===== src/rtl/mdio_pkg.sv =====
package mdio_pkg;

    typedef enum logic [1:0] {
        RA_CMD   = 2'd0,
        RA_STAT  = 2'd1,
        RA_RDATA = 2'd2,
        RA_DIV   = 2'd3
    } reg_addr_e;

    typedef enum logic [1:0] {
        OPC_NONE = 2'd0,
        OPC_WR   = 2'd1,
        OPC_RD   = 2'd2,
        OPC_BAD  = 2'd3
    } opcode_e;

    localparam int START_BIT = 31;
    localparam int PEND_BIT  = 3;
    localparam int TAERR_BIT = 16;
    localparam int OPERR_BIT = 17;
    localparam int BODY_BITS = 32;

    typedef struct packed {
        logic [4:0]  phy;
        logic [4:0]  regad;
        logic [15:0] wdata;
        opcode_e     op;
    } cmd_t;

    typedef struct packed {
        logic        ta_err;
        logic [15:0] data;
    } rd_result_t;

    function automatic cmd_t unpack_cmd(input logic [31:0] w);
        cmd_t c;
        c.phy   = w[29:25];
        c.regad = w[24:20];
        c.wdata = w[19:4];
        c.op    = opcode_e'(w[2:1]);
        return c;
    endfunction

    function automatic logic op_valid(input opcode_e op);
        return (op == OPC_WR) || (op == OPC_RD);
    endfunction

    // Bits after the preamble: start, opcode, addresses, turnaround, data.
    function automatic logic [BODY_BITS-1:0] frame_body(input cmd_t c);
        logic [1:0]  ta;
        logic [15:0] d;
        ta = (c.op == OPC_RD) ? 2'b11 : 2'b10;
        d  = (c.op == OPC_RD) ? 16'hFFFF : c.wdata;
        return {2'b01, c.op, c.phy, c.regad, ta, d};
    endfunction

endpackage


===== src/rtl/mdio_mdc_timer.sv =====
module mdio_mdc_timer #(
    parameter int DIV_W = 8
) (
    input  logic             clk,
    input  logic             rst,
    input  logic             run,
    input  logic [DIV_W-1:0] div,
    output logic             tick
);
    logic [DIV_W-1:0] cnt;

    assign tick = run && (cnt == div);

    always_ff @(posedge clk) begin
        if (rst || !run || tick) begin
            cnt <= '0;
        end else begin
            cnt <= cnt + 1'b1;
        end
    end

    // The half-period counter never passes the divider value during a frame.
    assert_count_bound_R4: assert property (@(posedge clk) disable iff (rst)
        run |-> (cnt <= div));

endmodule


===== src/rtl/mdio_frame_engine.sv =====
module mdio_frame_engine
    import mdio_pkg::*;
#(
    parameter int PRE_LEN = 32
) (
    input  logic       clk,
    input  logic       rst,
    input  logic       start,
    input  cmd_t       cmd,
    input  logic       tick,
    input  logic       mdio_i,
    output logic       busy,
    output logic       mdc,
    output logic       mdio_o,
    output logic       mdio_oe,
    output logic       rd_done,
    output rd_result_t result
);
    localparam int FRAME = PRE_LEN + BODY_BITS;
    localparam int IW    = $clog2(FRAME);
    localparam logic [IW-1:0] IDX_REL  = IW'(PRE_LEN + 14);
    localparam logic [IW-1:0] IDX_TA2  = IW'(PRE_LEN + 15);
    localparam logic [IW-1:0] IDX_DAT  = IW'(PRE_LEN + 16);
    localparam logic [IW-1:0] IDX_LAST = IW'(FRAME - 1);

    logic [FRAME-1:0] sh;
    logic [IW-1:0]    bit_idx;
    logic             is_read;
    logic             ta_err;
    logic [15:0]      rx;
    logic             rise_now;
    logic             fall_now;

    assign rise_now = tick && !mdc;
    assign fall_now = tick && mdc;

    always_ff @(posedge clk) begin
        if (rst) begin
            busy    <= 1'b0;
            mdc     <= 1'b0;
            sh      <= '1;
            bit_idx <= '0;
            is_read <= 1'b0;
            ta_err  <= 1'b0;
            rx      <= '0;
        end else if (start && !busy) begin
            busy    <= 1'b1;
            mdc     <= 1'b0;
            sh      <= {{PRE_LEN{1'b1}}, frame_body(cmd)};
            bit_idx <= '0;
            is_read <= (cmd.op == OPC_RD);
            ta_err  <= 1'b0;
            rx      <= '0;
        end else if (rise_now) begin
            mdc <= 1'b1;
            if (is_read && bit_idx == IDX_TA2) begin
                ta_err <= mdio_i;
            end
            if (is_read && bit_idx >= IDX_DAT) begin
                rx <= {rx[14:0], mdio_i};
            end
        end else if (fall_now) begin
            mdc <= 1'b0;
            if (bit_idx == IDX_LAST) begin
                busy <= 1'b0;
                sh   <= '1;
            end else begin
                bit_idx <= bit_idx + 1'b1;
                sh      <= {sh[FRAME-2:0], 1'b1};
            end
        end
    end

    assign mdio_o  = busy ? sh[FRAME-1] : 1'b1;
    assign mdio_oe = busy && !(is_read && bit_idx >= IDX_REL);
    assign rd_done = fall_now && is_read && (bit_idx == IDX_LAST);
    assign result  = '{ta_err: ta_err, data: rx};

    assert_mdc_idle_low_R4: assert property (@(posedge clk) disable iff (rst)
        !busy |-> !mdc);

    assert_drive_on_fall_R5: assert property (@(posedge clk) disable iff (rst)
        (busy && $past(busy) && !$stable(mdio_o)) |-> $fell(mdc));

    assert_release_on_fall_R6: assert property (@(posedge clk) disable iff (rst)
        $fell(mdio_oe) |-> $fell(mdc));

endmodule


===== src/rtl/mdio_regfile.sv =====
module mdio_regfile
    import mdio_pkg::*;
#(
    parameter int          DIV_W   = 8,
    parameter logic [7:0]  DIV_RST = 8'd9
) (
    input  logic             clk,
    input  logic             rst,
    input  logic             wr_en,
    input  logic [1:0]       wr_addr,
    input  logic [31:0]      wr_data,
    input  logic [1:0]       rd_addr,
    output logic [31:0]      rd_data,
    input  logic             busy,
    input  logic             rd_done,
    input  rd_result_t       result,
    output logic             start,
    output cmd_t             cmd,
    output logic [DIV_W-1:0] div
);
    logic [OPERR_BIT:0] data_q;
    logic [DIV_W-1:0]   div_q;
    logic               cmd_wr;
    logic               bad_cmd;
    logic               unused_bits;

    assign cmd         = unpack_cmd(wr_data);
    assign cmd_wr      = wr_en && (wr_addr == RA_CMD) && wr_data[START_BIT] && !busy;
    assign start       = cmd_wr && op_valid(cmd.op);
    assign bad_cmd     = cmd_wr && !op_valid(cmd.op);
    assign div         = div_q;
    assign unused_bits = ^{wr_data[30], wr_data[3], wr_data[0]};

    always_ff @(posedge clk) begin
        if (rst) begin
            data_q <= '0;
            div_q  <= DIV_W'(DIV_RST);
        end else begin
            if (rd_done) begin
                data_q <= {1'b0, result};
            end else if (bad_cmd) begin
                data_q <= {1'b1, 1'b0, 16'h0000};
            end
            if (wr_en && (wr_addr == RA_DIV) && !busy) begin
                div_q <= wr_data[DIV_W-1:0];
            end
        end
    end

    always_comb begin
        rd_data = '0;
        case (reg_addr_e'(rd_addr))
            RA_STAT:  rd_data[PEND_BIT] = busy;
            RA_RDATA: rd_data[OPERR_BIT:0] = data_q;
            RA_DIV:   rd_data[DIV_W-1:0] = div_q;
            default:  rd_data = '0;
        endcase
    end

    assert_cmd_ignored_R9: assert property (@(posedge clk) disable iff (rst)
        (busy && !rd_done && wr_en && wr_addr == RA_CMD) |=> $stable(data_q));

    assert_div_locked_R11: assert property (@(posedge clk) disable iff (rst)
        (busy && wr_en && wr_addr == RA_DIV) |=> $stable(div_q));

endmodule


===== src/rtl/mdio_cmd_engine.sv =====
module mdio_cmd_engine
    import mdio_pkg::*;
#(
    parameter int         PRE_LEN = 32,
    parameter int         DIV_W   = 8,
    parameter logic [7:0] DIV_RST = 8'd9
) (
    input  logic        clk,
    input  logic        rst,
    input  logic        wr_en,
    input  logic [1:0]  wr_addr,
    input  logic [31:0] wr_data,
    input  logic [1:0]  rd_addr,
    output logic [31:0] rd_data,
    output logic        mdc,
    output logic        mdio_o,
    output logic        mdio_oe,
    input  logic        mdio_i
);
    logic             busy;
    logic             start;
    logic             tick;
    logic             rd_done;
    cmd_t             cmd;
    rd_result_t       result;
    logic [DIV_W-1:0] div;

    mdio_regfile #(.DIV_W(DIV_W), .DIV_RST(DIV_RST)) u_regs (
        .clk(clk), .rst(rst),
        .wr_en(wr_en), .wr_addr(wr_addr), .wr_data(wr_data),
        .rd_addr(rd_addr), .rd_data(rd_data),
        .busy(busy), .rd_done(rd_done), .result(result),
        .start(start), .cmd(cmd), .div(div)
    );

    mdio_mdc_timer #(.DIV_W(DIV_W)) u_timer (
        .clk(clk), .rst(rst), .run(busy), .div(div), .tick(tick)
    );

    mdio_frame_engine #(.PRE_LEN(PRE_LEN)) u_frame (
        .clk(clk), .rst(rst), .start(start), .cmd(cmd), .tick(tick),
        .mdio_i(mdio_i), .busy(busy), .mdc(mdc), .mdio_o(mdio_o),
        .mdio_oe(mdio_oe), .rd_done(rd_done), .result(result)
    );

endmodule


===== config.mk =====
export PLATFORM = sky130hd
export DESIGN_NAME = mdio_cmd_engine
export DESIGN_NICKNAME = d
export VERILOG_FILES = /design/src/rtl/mdio_pkg.sv /design/src/rtl/mdio_mdc_timer.sv /design/src/rtl/mdio_frame_engine.sv /design/src/rtl/mdio_regfile.sv /design/src/rtl/mdio_cmd_engine.sv
export SDC_FILE = /design/constraint.sdc
export NUM_CORES = 1
export LEC_CHECK = 0
export BUFFER_PORTS_ARGS = -buffer_cell sky130_fd_sc_hd__buf_2
export CORE_UTILIZATION = 62
export DETAILED_ROUTE_END_ITERATION = 10
export MAX_ROUTING_LAYER = met4
export PLACE_DENSITY = 0.85
export SETUP_SLACK_MARGIN = 0.1
export SLEW_MARGIN = 20
export SYNTH_ARGS = -nofsm -noshare
export SYNTH_HDL_FRONTEND = slang
export SYNTH_SLANG_ARGS = --single-unit

===== constraint.sdc =====
create_clock -name clk -period 3.95 [get_ports clk]
set_clock_uncertainty 0.15 [all_clocks]
set_input_delay 0.5925 -clock clk [delete_from_list [all_inputs] [get_ports clk]]
set_output_delay 0.5925 -clock clk [all_outputs]
set_load 0.03 [all_outputs]

**Word-level counts from Yosys, hierarchy flattened**

Index checks and enable logic that the tools add are counted.

- Bits in registers: 124
- Input bits: 40
- Output and inout bits: 35
- Word-level logic and storage cells: 84

- $add $sub $neg: 2
- Magnitude comparators: 2
- Eq/ne operators: 10
- Multiplexer cells: 19
- Bitwise operators: 2
- Reductions and logical operators: 37

Operators by type and width:

| kind | count |
|---|---|
| 32-bit 2-to-1 mux | 3 |
| 64-bit 2-to-1 mux | 1 |
| 17-bit 2-to-1 mux | 2 |
| 1-bit logical AND | 17 |
| 16-bit 2-to-1 mux | 1 |
| 6-bit == test (second input constant) | 2 |
| 6-bit >= comparator (second input constant) | 2 |
| 10-bit 2-to-1 mux | 1 |
| 8-bit by 1-bit adder with 8-bit output (second input constant) | 1 |
| 2-bit == test (second input constant) | 4 |
| 8-bit == test | 1 |
| 1-bit 2-to-1 mux | 8 |
| 4-bit one-hot mux with 2 select lines | 1 |
| 2-bit AND reduction | 4 |
| 2-bit nonzero test | 4 |
| 6-bit by 1-bit adder with 6-bit output (second input constant) | 1 |
| 3-bit one-hot mux with 2 select lines | 1 |
| 3-bit AND reduction | 2 |
| 2-bit by 1-bit == test with 1-bit output (second input constant) | 2 |
| 1-bit logical NOT | 4 |
| 2-bit OR reduction | 2 |
| 1-bit logical OR | 3 |
| 1-bit one-hot mux with 3 select lines | 1 |
| 2-bit logical NOT | 1 |
| other kinds (2) | 3 |

**Longest topological paths before layout**

Gate-level depths: netlist (run 1).

- Word-level depth: 8
- Depth in mapped cells: 9
- Gate-level depth less buffers: 7

**Hierarchy**

A second synthesis (run 1) with hierarchy kept.

- Cells, all modules: 694
- Area total of the unflattened synthesis: 5698.0 um2

Modules (own cells, without submodules):

| module | instances | cells an instance | area each (um2) | sequential area each (um2) |
|---|---|---|---|---|
| mdio_frame_engine | 1 | 450 | 3644.7 | 1801.7 |
| mdio_regfile | 1 | 196 | 1579.0 | 520.5 |
| mdio_mdc_timer | 1 | 48 | 474.2 | 160.2 |

**Worst setup path before layout (run 1)**

Ideal clock, no wire load.

- Path kind: input to register
- From: input wr_data[1]
- To: register u_frame.bit_idx[0]
- Setup time: 0.129 ns
- Data arrival time: 2.264 ns
- Data required time: 3.671 ns
- Slack: 1.407 ns
- Stages on the path: 9
- Path buffers: 2
- Cell sequence: inv_1 -> ha_1 -> or4b_2 -> o21ai_1 -> buf_4 -> buf_4 -> nor2_1 -> nand4_1 -> nand2_1

- Longest elaborated chain between the ends: 5

RTL lines:

| item | RTL line | text |
|---|---|---|
| start: declaration | mdio_cmd_engine.sv:12 | `input logic [31:0] wr_data,` |
| 2-bit by 1-bit == test with 1-bit output or 2-bit == test (tied branches) | mdio_pkg.sv:45 | `return (op == OPC_WR) \|\| (op == OPC_RD);` |
| 1-bit logical OR (*) | mdio_pkg.sv:45 |  |
| 1-bit logical AND (*) | mdio_regfile.sv:29 | `assign start = cmd_wr && op_valid(cmd.op);` |
| 1-bit logical AND (*) | mdio_frame_engine.sv:46 | `end else if (start && !busy) begin` |
| 2-bit OR reduction (no line) (*) | -- |  |
| end signal: assignment | mdio_frame_engine.sv:68 | `bit_idx <= bit_idx + 1'b1;` |
| end: declaration | mdio_frame_engine.sv:27 | `logic [IW-1:0] bit_idx;` |

Every way passes the cells marked *; elsewhere a longest branch is shown, timed or not.
A chain may end at the register's enable or synchronous reset.

**Worst setup path in the final report (run 1)**

- From: register u_timer.cnt[1]
- To: register u_frame.sh[4]

- Longest elaborated chain between the ends: 5

RTL lines:

| item | RTL line | text |
|---|---|---|
| start: declaration | mdio_mdc_timer.sv:10 | `logic [DIV_W-1:0] cnt;` |
| start signal: assignment | mdio_mdc_timer.sv:18 | `cnt <= cnt + 1'b1;` |
| 8-bit == test (*) | mdio_mdc_timer.sv:12 | `assign tick = run && (cnt == div);` |
| 1-bit logical AND (*) | mdio_mdc_timer.sv:12 |  |
| 1-bit logical AND (on tied branches) | mdio_frame_engine.sv:34, mdio_frame_engine.sv:35 |  |
| 2-bit != test (no line) or 2-bit nonzero test (tied branches) | -- |  |
| 2-bit AND reduction (no line) (*) | -- |  |
| end signal: assignment | mdio_frame_engine.sv:49 | `sh <= {{PRE_LEN{1'b1}}, frame_body(cmd)};` |
| end signal: assignment | mdio_frame_engine.sv:69 | `sh <= {sh[FRAME-2:0], 1'b1};` |
| end: declaration | mdio_frame_engine.sv:26 | `logic [FRAME-1:0] sh;` |

Marks and branches as above.

==> flow_summary.yaml, run 1 <==
outcome:
  status: "finished, violations left"
  violations: "design-rule violations"
die:
  die_x_um: 97.8
  rows: 34
  start_util_pct: 64.7
  die_y_um: 97.8
  ios: 75
  dieArea_um2: 9570
  core_area_um2: 8810
drt:
  first_pass_iters: 8
  ant_nets: 0
  avgViaCountPerCell: 5.97
  drc: 6
  drt_iter0_markers: 329
  routedWlPerCell_um: 15.4
  vias: 5004
  postRouteWirelength_um: 12900
clocking:
  clock_latency_ps: 510
  h-tree-depth: 4
  ctsLongestPathBuffers: 2
  cts_hold_buf: 0
  tritoncts: "yes"
  cts_root_buf: "clkbuf_8"
  numCtsBuffers: 17
  cts.repair.resized: 0
  clk_pin_slew_ps: 60
  postCtsSetupRepairBufs: 0
  clock_sinks: 124
timing:
  slew_viol_final: 0
  fin_crit_ps: 2630
  fin_setup_tns_ps: 0
  tightest_slew_ps: 1010
  whs_ps: 148
  maxSlewHeadroom_pct: 32.2
  hold_viol: 0
  setup_ws_ps: 1320
  period_share_pct: 66.5
  max_freq_ghz: 0.380
  rsz0062_at_grt: "false"
  setup_viol: 0
critical_path:
  cp.required_ps: 4190
  end_kind: "flip-flop"
  critPathKind: "flip-flop to flip-flop"
  worst_path_max_delay_cell: "nand2_1"
  crit_arrival_ps: 2870
  crit_start: "u_timer.cnt[1]"
  r2r_end: "u_frame.sh[4]"
  crit_end: "u_frame.sh[4]"
  r2r_cells: 5
  r2r-start: "u_timer.cnt[1]"
  r2r_setup_slack_ps: 1320
  cp_max_fo: 29
  crit_chain: "nor2b_1 -> a2111oi_4 -> and4_1 -> nand2_1 -> a311o_1"
  cp-start-kind: "flip-flop"
  max_stage_delay_ps: 580
pwr:
  power.density_cell_area_nw_per_um2: 466
  leakagePower_nw: 2.57
  ir_drop_mv: 0.279
global_route:
  grt_first_pass_wirelength_um: 21800
  grt_max_degree: 45
  grt_overflow: 0
  grtUsageMet1_pct: 34.8
  use_met3_pct: 6.37
  antenna_found_initial: 0
  grt.total_usage_pct: 29.0
  globalRouteMet2Util_pct: 47.5
  busiest_layer: "met2"
  grt_pass1_vias: 4678
worst_hold_path:
  min_delay_path_depth: 3
  hp-class: "input pin to flip-flop"
layout:
  final_common_cell: "dfxtp_1"
  layout_common_cells: "dfxtp_1, nor2_1, nand2_1, buf_2, a21oi_1"
  num-nets-final: 761
  antenna_cells: 0
  syn2layout_area_growth_pct: 15.2
  drive_above_1_share_pct: 15.5
synthesis:
  async_reset_ff_share_pct: 0
  yosysTopAreaCellShare_pct: 43.6
  yosysSeqAreaShare_pct: 43.6
  syn_avg_cell_area_um2: 8.36
  yosysWarnings: 0
  syn-cell-area_um2: 5700
  synth_cell_types: 47
  synth-edff-count: 0
  synth_largest_area_cell: "dfxtp_1"
  synthTopCellsByArea: "dfxtp_1, mux2i_1, nor2_1"
  synthCells: 681
  ys.flop_type: "dfxtp_1"
  synth_seq_cells: 124
place:
  portBuffers: 59
  post-dp-hpwl_um: 7830
  gp_congestion: 0.855
  pre_cts_ws_ps: 1100
run:
  drv_cap: 0
layout make-up:
class / count / area [um2]
flip-flops and latches: 124 / 2480
clock buffers: 21 / 469
clock inverters: 10 / 161
repair buffers: 72 / 393
fillers: 628 / 2250
inverters: 19 / 71.3
multi-input cells: 484 / 2850
well taps: 108 / 135
through the flow:
step                util (%)  cells  instance area [um2]  total power, mW
floorplan                  -    694                 5740             1.41
global placement        67.3    807                 5930             1.44
detailed placement      67.3    807                 5930             1.44
CTS                     74.5    838                 6560             3.07
global route            74.5    838                 6560             3.15
finish                  74.5    838                 6560             3.06
worst min-delay path by stage:
stage / startpoint / endpoint
2_1_floorplan: u_regs.data_q[10] / u_regs.data_q[10]
3_3_place_gp: u_regs.data_q[14] / u_regs.data_q[14]
3_5_place_dp: u_regs.data_q[9] / u_regs.data_q[9]
4_1_cts: wr_data[27] / u_frame.sh[25]
5_1_grt: wr_data[27] / u_frame.sh[25]
6_report: wr_data[27] / u_frame.sh[25]
per-layer routing:
| metal | wire length (um) | up-vias |
|---|---|---|
| met5 | 0 | - |
| met4 | 246 | 0 |
| met3 | 624 | 29 |
| met1 | 5630 | 2382 |
| met2 | 6440 | 160 |
| li1 | - | 2433 |
state kept, by name (all words and copies together) (netlist names):
name and cells:
u_frame.sh 64, u_timer.cnt 8, u_frame.ta_err 1, u_frame.is_read 1, u_regs.div 8, u_frame.mdc 1, u_frame.rx 16, u_frame.bit_idx 6
u_frame.busy 1, u_regs.data_q 18
power breakdown:
group	switching, mW	internal, mW	total, mW
Sequential	0.00818	1.26	1.27
Clock	0.546	1.09	1.63
Combinational	0.102	0.0472	0.149
worst max-delay path: cells and delay by family, from the launching register on:
kind / cells / cell delay, ps
compound gates: 2 / 960
simple gates: 3 / 1040
flops: 1 / 350
synthesized netlist by cell type, drive strengths merged (3+ instances only):
library cell  number
nand2b             5
dfxtp            124
and2              11
o221ai            12
o21ai             18
xnor2              4
a41oi              3
nor3              22
inv               18
nand3             13
and3               5
nand4              4
nor2              92
xor2               7
a31oi              4
buf               34
a311o             15
a21oi             58
mux2i             43
nand2             86
nor2b             12
clkbuf            33
ha                 3
a211oi            34
kinds of logic after synthesis:
family / synth area share, %
AND/OR/NAND/NOR: 20.6
multiplexers: 7.75
other: 0.0658
buffers and inverters: 7.43
XOR/XNOR: 1.69
AO/OA/AOI/OAI: 18.2
adder cells (fa/ha/maj): 0.659
flip-flops: 43.6
No activity file was read; power rests on OpenSTA's default activity.
==> run 2, diff against run 1 <==
CORE_UTILIZATION = 52   (was 62)
PLACE_DENSITY = 0.76   (was 0.85)
clock period = 2.2 ns   (was 3.95 ns; I/O delays follow)
==> run 2 against run 1 <==
Effect of this change:
- the flow now finishes without violations
- critical path type unchanged
- maximum frequency rose by 24%
- wire length rose by 13%
- highest routed layer unchanged
- critical path depth rose by 3
- critical endpoint is now u_frame.sh[15]
- via count rose by 3.7%
- hold slack got worse by 120 ps
- clock-buffer cell count rose by 1
- die area rose by 19%
- combinational power rose by 120%
- flip-flop and latch count did not move
- cell area rose by 9.6%
==> flow_summary.yaml, run 2 (synthesized netlist as in run 1, its figures left out) <==
outcome:
  status: "complete, no violations"
global_route:
  grt_first_pass_wirelength_um: 22900
  antenna_found_initial: 1
  grt_max_degree: 38
  grt_overflow: 0
  grt.total_usage_pct: 25.9
  grt_pass1_vias: 4971
layout:
  num-nets-final: 811
  layout_common_cells: "dfxtp_1, nor2_1, nand2_1, buf_2, a21oi_1"
  regArea_um2: 2490
  final_common_cell: "dfxtp_1"
  regMostFlops: "u_frame.sh"
  syn2layout_area_growth_pct: 26.2
  multi_input_area_um2: 2930
  largest_register_ffs: 64
  drive_above_1_share_pct: 19.8
  top_regs: "u_frame.sh x64, u_regs.data_q x18, u_frame.rx x16"
  fillers: 798
die:
  dieArea_um2: 11400
  ios: 75
  die_y_um: 107
  start_util_pct: 54.4
  die_x_um: 107
  rows: 37
  core_area_um2: 10500
clocking:
  clk_pin_slew_ps: 60
  numCtsBuffers: 17
  ctsLongestPathBuffers: 2
  cts_root_buf: "clkbuf_8"
  clock_sinks: 124
  h-tree-depth: 4
  clock_latency_ps: 520
  tritoncts: "yes"
timing:
  setup_viol: 0
  maxSlewHeadroom_pct: 56.3
  slew_viol_final: 0
  fin_setup_tns_ps: 0
  fin_crit_ps: 2130
  hold_viol: 0
  period_share_pct: 96.7
  tightest_slew_ps: 656
  rsz0062_at_grt: "true"
  whs_ps: 31.1
  max_freq_ghz: 0.470
critical_path:
  cp.required_ps: 2500
  critPathKind: "flip-flop to flip-flop"
  crit_arrival_ps: 2430
  end_kind: "flip-flop"
  cp_max_fo: 16
  cp-start-kind: "flip-flop"
run:
  drv_cap: 0
place:
  gp_congestion: 0.825
  post-dp-hpwl_um: 8630
  portBuffers: 59
drt:
  first_pass_iters: 5
  ant_nets: 0
  routedWlPerCell_um: 16.0
  drt_iter0_markers: 360
  avgViaCountPerCell: 5.67
  vias: 5191
  postRouteWirelength_um: 14600
  drc: 0
worst_hold_path:
  hp-class: "input pin to flip-flop"
pwr:
  leakagePower_nw: 2.83
  power.density_cell_area_nw_per_um2: 711
  ir_drop_mv: 0.559
## run 2: layout make-up
| cell class | count | share of cell area [%] |
|---|---|---|
| Timing Repair Buffer | 122 | 13.9 |
| Multi-Input combinational cell | 484 | 40.8 |
| Sequential cell | 124 | 34.7 |
| Tap cell | 136 | 2.37 |
| Clock inverter | 8 | 0.975 |
| Clock buffer | 22 | 6.30 |
| Inverter | 19 | 0.992 |
| Antenna cell | 1 | 0.0348 |
## run 2: layer usage
layer  wire (um)  share of wire, %  track usage, %  vias up
li1            -                 -               -     2527
met1        6280                43            30.5     2438
met2        7200                49            41.8      197
met3         850               5.8            7.11       29
met4         288               2.0            10.8        0
met5           0                 0               -        -
## run 2: report_power, final
part,total [mW],leakage (nW),internal (mW),switching [mW]
sequential,2.28,1.01,2.26,0.0147
combinational,0.332,1.57,0.131,0.200
clock,2.50,0.256,1.53,0.968
## run 2: worst max-delay path, cell delays in order, from the launching register on
cell and delay [ps]:
dfxtp_1 420, xor2_1 110, nor3_2 280, buf_4 180, nand4_2 110, buf_4 210, buf_4 200, nor3_1 230
a311o_1 170
## run 2: repair_timing
action                                 4_1_cts  5_1_grt
endpoints found under the hold margin       24        0
gates resized for setup                      2       24
cloned                                       0        4
pin swaps                                    0       21
buffers inserted                             0        4
hold buffers                                20        0
setup endpoints to repair                    2       85
## run 2: path summary, 6_finish.rpt
check                         from  slack (ps)                end  depth (start not counted)
hold / removal         wr_data[31]          30  u_regs.data_q[17]                          3
hold reg to reg   u_regs.data_q[8]         310   u_regs.data_q[8]                          2
setup / recovery    u_timer.cnt[3]          70     u_frame.sh[15]                          8
setup reg to reg    u_timer.cnt[3]          70     u_frame.sh[15]                          8
## run 2: stage by stage
step | worst slack, ps | power [mW] | std cells | area (um2) | util [%]
final | 72.9 | 5.11 | 916 | 7190 | 68.7
after global placement | -6.68 | 2.61 | 857 | 6230 | 59.5
after detailed placement | -73.0 | 2.62 | 857 | 6230 | 59.5
after CTS | 101 | 5.12 | 907 | 6960 | 66.5
after floorplan | 102 | 2.53 | 694 | 5760 | -
after global routing | 4.21 | 5.28 | 916 | 7190 | 68.7
